<file path="config.mk">
export PLATFORM = sky130hd
export DESIGN_NAME = exact_sop_unit
export DESIGN_NICKNAME = d
export VERILOG_FILES = /design/src/rtl/sop_pkg.sv /design/src/rtl/sop_mul_stage.sv /design/src/rtl/sop_align_stage.sv /design/src/rtl/sop_accum.sv /design/src/rtl/exact_sop_unit.sv
export SDC_FILE = /design/constraint.sdc
export NUM_CORES = 2
export LEC_CHECK = 0
export ABC_AREA = 1
export ABC_CLOCK_PERIOD_IN_PS = 11420
export BUFFER_PORTS_ARGS = -buffer_cell sky130_fd_sc_hd__buf_2
export CAP_MARGIN = 20
export CORE_MARGIN = 8
export CORE_UTILIZATION = 50
export DETAILED_ROUTE_END_ITERATION = 10
export PLACE_DENSITY = 0.63
export SYNTH_ARGS = -nofsm -noshare
export SYNTH_HDL_FRONTEND = slang
export SYNTH_SLANG_ARGS = --single-unit
export TNS_END_PERCENT = 20
</file>
<file path="constraint.sdc">
create_clock -name clk -period 11.42 [get_ports clk]
set_clock_uncertainty 0.1 [all_clocks]
set_input_delay 0.571 -clock clk [delete_from_list [all_inputs] [get_ports clk]]
set_output_delay 0.571 -clock clk [all_outputs]
set_load 0.03 [all_outputs]
</file>
<file path="src/rtl/sop_pkg.sv">
package sop_pkg;

  // Classification of an operand pair after unpacking
  typedef enum logic [1:0] {
    CLS_NORMAL = 2'd0,
    CLS_ZERO   = 2'd1,
    CLS_EXC    = 2'd2,
    CLS_RANGE  = 2'd3
  } prod_cls_e;

endpackage

</file>
<file path="src/rtl/sop_mul_stage.sv">
module sop_mul_stage
  import sop_pkg::*;
#(
  parameter int EXP_W      = 8,
  parameter int FRAC_W     = 23,
  parameter int MAX_IN_MSB = 16
) (
  input  logic                       clk,
  input  logic                       rst_n,
  input  logic                       in_valid,
  input  logic [EXP_W+FRAC_W:0]      op_a,
  input  logic [EXP_W+FRAC_W:0]      op_b,
  output logic                       out_valid,
  output prod_cls_e                  out_cls,
  output logic                       out_sign,
  output logic signed [EXP_W+1:0]    out_esum,
  output logic [2*FRAC_W+1:0]        out_prod
);

  localparam int OP_W   = 1 + EXP_W + FRAC_W;
  localparam int SIG_W  = FRAC_W + 1;
  localparam int PROD_W = 2 * SIG_W;
  localparam int ES_W   = EXP_W + 2;
  localparam int BIAS   = (1 << (EXP_W - 1)) - 1;
  localparam logic signed [ES_W-1:0] BIAS2 = ES_W'(2 * BIAS);

  logic [EXP_W-1:0]  ea, eb;
  logic [FRAC_W-1:0] fa, fb;
  logic              a_zero, b_zero, a_spec, b_spec;

  prod_cls_e                cls_n;
  logic                     sign_n;
  logic signed [ES_W-1:0]   esum_n;
  logic [PROD_W-1:0]        prod_n;

  prod_cls_e                cls_q;
  logic                     valid_q, sign_q;
  logic signed [ES_W-1:0]   esum_q;
  logic [PROD_W-1:0]        prod_q;

  always_comb begin
    ea     = op_a[OP_W-2 -: EXP_W];
    eb     = op_b[OP_W-2 -: EXP_W];
    fa     = op_a[FRAC_W-1:0];
    fb     = op_b[FRAC_W-1:0];
    a_zero = (ea == '0);
    b_zero = (eb == '0);
    a_spec = (ea == '1);
    b_spec = (eb == '1);
    sign_n = op_a[OP_W-1] ^ op_b[OP_W-1];
    esum_n = $signed({2'b00, ea}) + $signed({2'b00, eb}) - BIAS2;
    prod_n = PROD_W'({1'b1, fa}) * PROD_W'({1'b1, fb});
    if (a_spec || b_spec)
      cls_n = CLS_EXC;
    else if (a_zero || b_zero)
      cls_n = CLS_ZERO;
    else if (int'(esum_n) >= MAX_IN_MSB)
      cls_n = CLS_RANGE;
    else
      cls_n = CLS_NORMAL;
  end

  always_ff @(posedge clk or negedge rst_n) begin
    if (!rst_n) begin
      valid_q <= 1'b0;
      cls_q   <= CLS_ZERO;
      sign_q  <= 1'b0;
      esum_q  <= '0;
      prod_q  <= '0;
    end else begin
      valid_q <= in_valid;
      if (in_valid) begin
        cls_q  <= cls_n;
        sign_q <= sign_n;
        esum_q <= esum_n;
        prod_q <= prod_n;
      end
    end
  end

  assign out_valid = valid_q;
  assign out_cls   = cls_q;
  assign out_sign  = sign_q;
  assign out_esum  = esum_q;
  assign out_prod  = prod_q;


  zero_cls_chk: assert property (@(posedge clk) disable iff (!rst_n)
    (in_valid && !a_spec && !b_spec && (a_zero || b_zero)) |=> (out_cls == CLS_ZERO));


  exc_cls_chk: assert property (@(posedge clk) disable iff (!rst_n)
    (in_valid && (a_spec || b_spec)) |=> (out_valid && out_cls == CLS_EXC));

endmodule

</file>
<file path="src/rtl/sop_align_stage.sv">
module sop_align_stage
  import sop_pkg::*;
#(
  parameter int EXP_W   = 8,
  parameter int FRAC_W  = 23,
  parameter int ACC_W   = 101,
  parameter int ACC_LSB = -60
) (
  input  logic                       clk,
  input  logic                       rst_n,
  input  logic                       in_valid,
  input  prod_cls_e                  in_cls,
  input  logic                       in_sign,
  input  logic signed [EXP_W+1:0]    in_esum,
  input  logic [2*FRAC_W+1:0]        in_prod,
  output logic                       out_upd,
  output logic                       out_add,
  output logic [ACC_W-1:0]           out_addend,
  output logic                       out_cin,
  output logic                       out_exc,
  output logic                       out_rng
);

  localparam int PROD_W = 2 * FRAC_W + 2;
  localparam int WIDE_W = ACC_W + PROD_W;
  localparam int SH_W   = $clog2(WIDE_W + 1);

  int               pos_i;
  logic [WIDE_W-1:0] wide;
  logic [ACC_W-1:0]  mag;
  logic [ACC_W-1:0]  addend_n;

  logic              upd_q, add_q, cin_q, exc_q, rng_q;
  logic [ACC_W-1:0]  addend_q;

  always_comb begin
    // Bit position, inside the wide window, of the product LSB.
    // The window's top ACC_W bits line up with the accumulator.
    pos_i = int'(in_esum) + PROD_W - 2 * FRAC_W - ACC_LSB;
    if (pos_i < 0 || pos_i >= WIDE_W)
      wide = '0;
    else
      wide = WIDE_W'(in_prod) << pos_i[SH_W-1:0];
    mag      = wide[WIDE_W-1 -: ACC_W];
    addend_n = in_sign ? ~mag : mag;
  end

  always_ff @(posedge clk or negedge rst_n) begin
    if (!rst_n) begin
      upd_q    <= 1'b0;
      add_q    <= 1'b0;
      exc_q    <= 1'b0;
      rng_q    <= 1'b0;
      cin_q    <= 1'b0;
      addend_q <= '0;
    end else begin
      upd_q <= in_valid;
      add_q <= in_valid && (in_cls == CLS_NORMAL);
      exc_q <= in_valid && (in_cls == CLS_EXC);
      rng_q <= in_valid && (in_cls == CLS_RANGE);
      if (in_valid) begin
        cin_q    <= in_sign;
        addend_q <= addend_n;
      end
    end
  end

  assign out_upd    = upd_q;
  assign out_add    = add_q;
  assign out_addend = addend_q;
  assign out_cin    = cin_q;
  assign out_exc    = exc_q;
  assign out_rng    = rng_q;


  drop_rejected_chk: assert property (@(posedge clk) disable iff (!rst_n)
    (in_valid && in_cls != CLS_NORMAL) |=> !out_add);


  idle_no_upd_chk: assert property (@(posedge clk) disable iff (!rst_n)
    !in_valid |=> (!out_upd && !out_add && !out_exc && !out_rng));

endmodule

</file>
<file path="src/rtl/sop_accum.sv">
module sop_accum #(
  parameter int ACC_W = 101
) (
  input  logic              clk,
  input  logic              rst_n,
  input  logic              in_upd,
  input  logic              in_add,
  input  logic [ACC_W-1:0]  in_addend,
  input  logic              in_cin,
  input  logic              in_exc,
  input  logic              in_rng,
  output logic [ACC_W-1:0]  sum,
  output logic              upd,
  output logic              exc_flag,
  output logic              rng_flag,
  output logic              ovf_flag
);

  logic [ACC_W:0]   ext;
  logic             wrap;
  logic [ACC_W-1:0] sum_n;
  logic             ovf_n, exc_n, rng_n;

  logic [ACC_W-1:0] sum_q;
  logic             upd_q, exc_q, rng_q, ovf_q;

  always_comb begin
    ext   = {sum_q[ACC_W-1], sum_q} + {in_addend[ACC_W-1], in_addend}
            + {{ACC_W{1'b0}}, in_cin};
    wrap  = ext[ACC_W] ^ ext[ACC_W-1];
    sum_n = in_add ? ext[ACC_W-1:0] : sum_q;
    ovf_n = ovf_q | (in_add & wrap);
    exc_n = exc_q | in_exc;
    rng_n = rng_q | in_rng;
  end

  always_ff @(posedge clk or negedge rst_n) begin
    if (!rst_n) begin
      sum_q <= '0;
      upd_q <= 1'b0;
      exc_q <= 1'b0;
      rng_q <= 1'b0;
      ovf_q <= 1'b0;
    end else begin
      upd_q <= in_upd;
      exc_q <= exc_n;
      rng_q <= rng_n;
      ovf_q <= ovf_n;
      if (in_add) sum_q <= sum_n;
    end
  end

  assign sum      = sum_q;
  assign upd      = upd_q;
  assign exc_flag = exc_q;
  assign rng_flag = rng_q;
  assign ovf_flag = ovf_q;


  hold_sum_chk: assert property (@(posedge clk) disable iff (!rst_n)
    !in_add |=> $stable(sum));


  sticky_chk: assert property (@(posedge clk) disable iff (!rst_n)
    (exc_flag || rng_flag || ovf_flag) |=>
      ((exc_flag || !$past(exc_flag)) && (rng_flag || !$past(rng_flag)) &&
       (ovf_flag || !$past(ovf_flag))));


  ovf_cause_chk: assert property (@(posedge clk) disable iff (!rst_n)
    $rose(ovf_flag) |-> $past(in_add));

endmodule

</file>
<file path="src/rtl/exact_sop_unit.sv">
module exact_sop_unit
  import sop_pkg::*;
#(
  parameter int EXP_W      = 8,
  parameter int FRAC_W     = 23,
  parameter int ACC_MSB    = 40,
  parameter int MAX_IN_MSB = 16,
  parameter int ACC_LSB    = -60,
  localparam int OP_W      = 1 + EXP_W + FRAC_W,
  localparam int ACC_W     = ACC_MSB - ACC_LSB + 1
) (
  input  logic              clk,
  input  logic              rst_n,
  input  logic              in_valid,
  input  logic [OP_W-1:0]   op_a,
  input  logic [OP_W-1:0]   op_b,
  output logic [ACC_W-1:0]  acc_sum,
  output logic              acc_upd,
  output logic              exc_flag,
  output logic              rng_flag,
  output logic              ovf_flag
);

  localparam int PROD_W = 2 * FRAC_W + 2;
  localparam int ES_W   = EXP_W + 2;

  logic [1:0] rst_sync_q;
  logic       rst_int_n;

  always_ff @(posedge clk or negedge rst_n) begin
    if (!rst_n) rst_sync_q <= 2'b00;
    else        rst_sync_q <= {rst_sync_q[0], 1'b1};
  end
  assign rst_int_n = rst_sync_q[1];

  logic                   m_valid, m_sign;
  prod_cls_e              m_cls;
  logic signed [ES_W-1:0] m_esum;
  logic [PROD_W-1:0]      m_prod;

  logic                   a_upd, a_add, a_cin, a_exc, a_rng;
  logic [ACC_W-1:0]       a_addend;

  sop_mul_stage #(
    .EXP_W(EXP_W), .FRAC_W(FRAC_W), .MAX_IN_MSB(MAX_IN_MSB)
  ) mul_i (
    .clk(clk), .rst_n(rst_int_n), .in_valid(in_valid),
    .op_a(op_a), .op_b(op_b),
    .out_valid(m_valid), .out_cls(m_cls), .out_sign(m_sign),
    .out_esum(m_esum), .out_prod(m_prod)
  );

  sop_align_stage #(
    .EXP_W(EXP_W), .FRAC_W(FRAC_W), .ACC_W(ACC_W), .ACC_LSB(ACC_LSB)
  ) align_i (
    .clk(clk), .rst_n(rst_int_n), .in_valid(m_valid), .in_cls(m_cls),
    .in_sign(m_sign), .in_esum(m_esum), .in_prod(m_prod),
    .out_upd(a_upd), .out_add(a_add), .out_addend(a_addend),
    .out_cin(a_cin), .out_exc(a_exc), .out_rng(a_rng)
  );

  sop_accum #(
    .ACC_W(ACC_W)
  ) accum_i (
    .clk(clk), .rst_n(rst_int_n), .in_upd(a_upd), .in_add(a_add),
    .in_addend(a_addend), .in_cin(a_cin), .in_exc(a_exc), .in_rng(a_rng),
    .sum(acc_sum), .upd(acc_upd), .exc_flag(exc_flag),
    .rng_flag(rng_flag), .ovf_flag(ovf_flag)
  );


  latency_chk: assert property (@(posedge clk) disable iff (!rst_int_n)
    in_valid |-> ##3 acc_upd);


  reset_idle_chk: assert property (@(posedge clk)
    !rst_int_n |-> (acc_sum == '0 && !acc_upd && !exc_flag && !rng_flag && !ovf_flag));

endmodule

</file>
==> impl_metrics.ini <==
[final_layout]
nets = 7971
final_common_cell = nand2_1
drive_above_1_share_pct = 4.629
syn2layout_area_growth_pct = 6.059
mostFrequentLayoutCells = nand2_1, inv_1, nand3_1

[route]
dr.pass1.iters = 8
wl_per_cell_um = 22.92
ant_nets = 0
drcViolationCount = 0
vias = 46960
via_per_inst = 5.632
wirelength_um = 191100
drtIter0Drc = 5314

[setup_path]
timing_worst_setup_path_type = in -> reg
cp-end-kind = flop
startpoint_type = input pin
crit_buf_inv = 5
worstPathCellList = buf_2, nand2_1, fa_1, inv_1, fa_1, fa_1, fa_1, fa_1, fa_1, inv_1, fa_1, inv_1, ha_1, inv_1, o21ai_0, a21oi_1, a21boi_0, nand2_1, a21oi_1, xor2_1, o21ai_0
crit_required_ns = 11.81
cpMostUsedCell = fa_1
crit_cells = 21
worst_path_max_delay_cell = fa_1
r2r_cells = 21
cp_top_family = adder cells
worstPathArrival_ns = 7.20
slowest_delay_ns = 0.71
path_max_fanout = 24

[die]
dieArea_mm2 = 0.1020
core-area_mm2 = 0.09139
fp.dieW_um = 319.4
ios = 172
rows = 111
start_util_pct = 50.35
die_h_um = 319.4

[timing]
setup_tns_ns = 0
final.period_utilization_pct = 59.63
slew_headroom_pct = 16.14
setup_viol = 0
hold_viol = 0
period_needed_ns = 6.810
slew_violations = 0
worstMarginPinSlew_ns = 1.245
grt_setup_unrepaired = false
max_freq_ghz = 0.1469

[cts]
clkTransAtPathRegs_ns = 0.06
clkLatencyLatePin_ns = 0.62
cts_hold_buf = 1
cts_buffers = 38
h-tree-depth = 2
cts_resized = 0
cts_buffer_depth = 3
cts_setup_buffers = 0
cts.sinks = 275
cts_tree = done
root_buffer = clkbuf_16

[synthesis]
async_reset_ff_share_pct = 100.0
syn_avg_cell_area_um2 = 6.442
ys_ff_latch = 275
yosysWarnings = 0
synth_area_mm2 = 0.04601
synth_cell_types = 47
synth_flop_cell = dfrtp_1
yosysSeqAreaShare_pct = 14.96
synthesis.instances = 7143
synth_fp_nets = 7993
synth_edf_count = 0

[run_status]
status = finished clean

[grt]
first_global_vias = 45630
grt_pass1_wl_um = 288700
antenna_found_initial = 8
grt_max_degree = 79
overflow = 0
grt_use_total_pct = 37.21

[min_path]
min_path_type = in -> reg
min_delay_path_depth = 3

[placed_design]
globalplace.congestion = 1.038
portBuffers = 171
dp_hpwl_um = 158900

[flow_run]
drv_cap = 0
==> final timing paths <==
kind | slack (ns) | to | startpoint
worst min-delay path | 0.15 | mul_i.out_sign | op_a[31]
min in group asynchronous | 0.18 | rst_sync_q[1] | rst_n
worst max-delay path | 4.61 | mul_i.out_prod[26] | op_b[15]
max in group asynchronous | 8.84 | accum_i.sum[1] | rst_sync_q[1]
worst max register to register | 6.22 | align_i.out_addend[22] | mul_i.out_esum[1]
worst min register to register | 0.19 | mul_i.out_prod[42] | rst_sync_q[1]
==> logic make-up after synthesis <==
family | synth area share, %
xor+xnor | 1.332
flops | 14.96
simple gates | 34.67
compound gates | 6.124
fa+ha+maj | 29.22
other cells | 0.008150
buf+inv | 13.69
==> worst register-to-register path, stage by stage, from the launching register on <==
cell and delay (ns):
dfrtp_1 0.32, buf_4 0.45, inv_2 0.54, ha_1 0.45, nand2_1 0.11, nand3_1 0.15
nor2_2 0.17, nand3_2 0.12, inv_1 0.11, nand2_1 0.06, ha_1 0.29, nand2_1 0.05
nor2_1 0.17, nand3_1 0.10, nor2_1 0.10, nand2_1 0.07, nor2_2 0.11, nand3_2 0.41
nor2_2 0.88, nand2_1 0.14, nand2_1 0.10, nand3_1 0.08
==> final cells by class <==
type                    count  area, µm²
repair buffers            198       1074
clock inverters            16      191.4
multi-input cells        5222      32850
clock buffers              53       1099
flip-flops and latches    275       6888
fillers                  9404      42580
diodes                      2      5.005
inverters                1386       5210
well taps                1186       1484
==> sequential cells by signal (all words and copies together), names as in the netlist, 2 cells and up <==
register / count
accum_i.sum: 101
align_i.out_addend: 101
mul_i.out_cls: 2
mul_i.out_esum: 10
mul_i.out_prod: 48
rst_sync_q: 2
==> metrics by stage <==
stage	util, %	instance area [µm²]	hold slack, ns	instances	setup slack (ns)
global placement	51.95	47480	0.2041	8265	3.998
finish	53.40	48800	0.1526	8338	4.610
floorplan	-	46010	0.1754	7143	3.090
detailed placement	51.95	47480	0.2011	8265	4.048
CTS	53.37	48780	0.1351	8335	4.667
global route	53.40	48800	0.1815	8336	4.212
==> synthesized netlist by cell type (6+ instances only) <==
| cell | number | share of area (%) |
|---|---|---|
| nand2_1 | 2468 | 20 |
| inv_1 | 1369 | 11 |
| nand3_1 | 823 | 9.0 |
| fa_1 | 486 | 21 |
| nor2_1 | 340 | 2.8 |
| ha_1 | 297 | 8.1 |
| dfrtp_1 | 274 | 15 |
| o21ai_0 | 232 | 2.5 |
| a21oi_1 | 213 | 2.3 |
| clkbuf_1 | 187 | 1.5 |
| nand4_1 | 74 | 1.0 |
| xnor2_1 | 46 | 0.88 |
| nor3_1 | 43 | 0.47 |
| buf_2 | 40 | 0.44 |
| a31oi_1 | 28 | 0.38 |
| xor2_1 | 24 | 0.46 |
| o21bai_1 | 22 | 0.36 |
| buf_1 | 20 | 0.16 |
| o21ai_1 | 16 | 0.17 |
| nor2_2 | 15 | 0.20 |
| nor4_1 | 15 | 0.20 |
| inv_2 | 13 | 0.11 |
| or2_2 | 13 | 0.18 |
| buf_4 | 9 | 0.15 |
| nand3b_1 | 8 | 0.13 |
| and2_1 | 7 | 0.095 |
| nand2_2 | 7 | 0.095 |
| a21boi_0 | 6 | 0.098 |
==> layer usage <==
| metal | vias to the layer above | global-route usage [%] | share of wire [%] |
|---|---|---|---|
| met5 | - | 0 | 0.025 |
| met3 | 429 | 7.954 | 10 |
| met4 | 8 | 16.24 | 5.5 |
| met2 | 2217 | 58.58 | 44 |
| li1 | 21870 | - | - |
| met1 | 22440 | 49.35 | 40 |
Power is not shown: default switching activity piles up to over one toggle a cycle in this logic, so the estimate is an artifact.
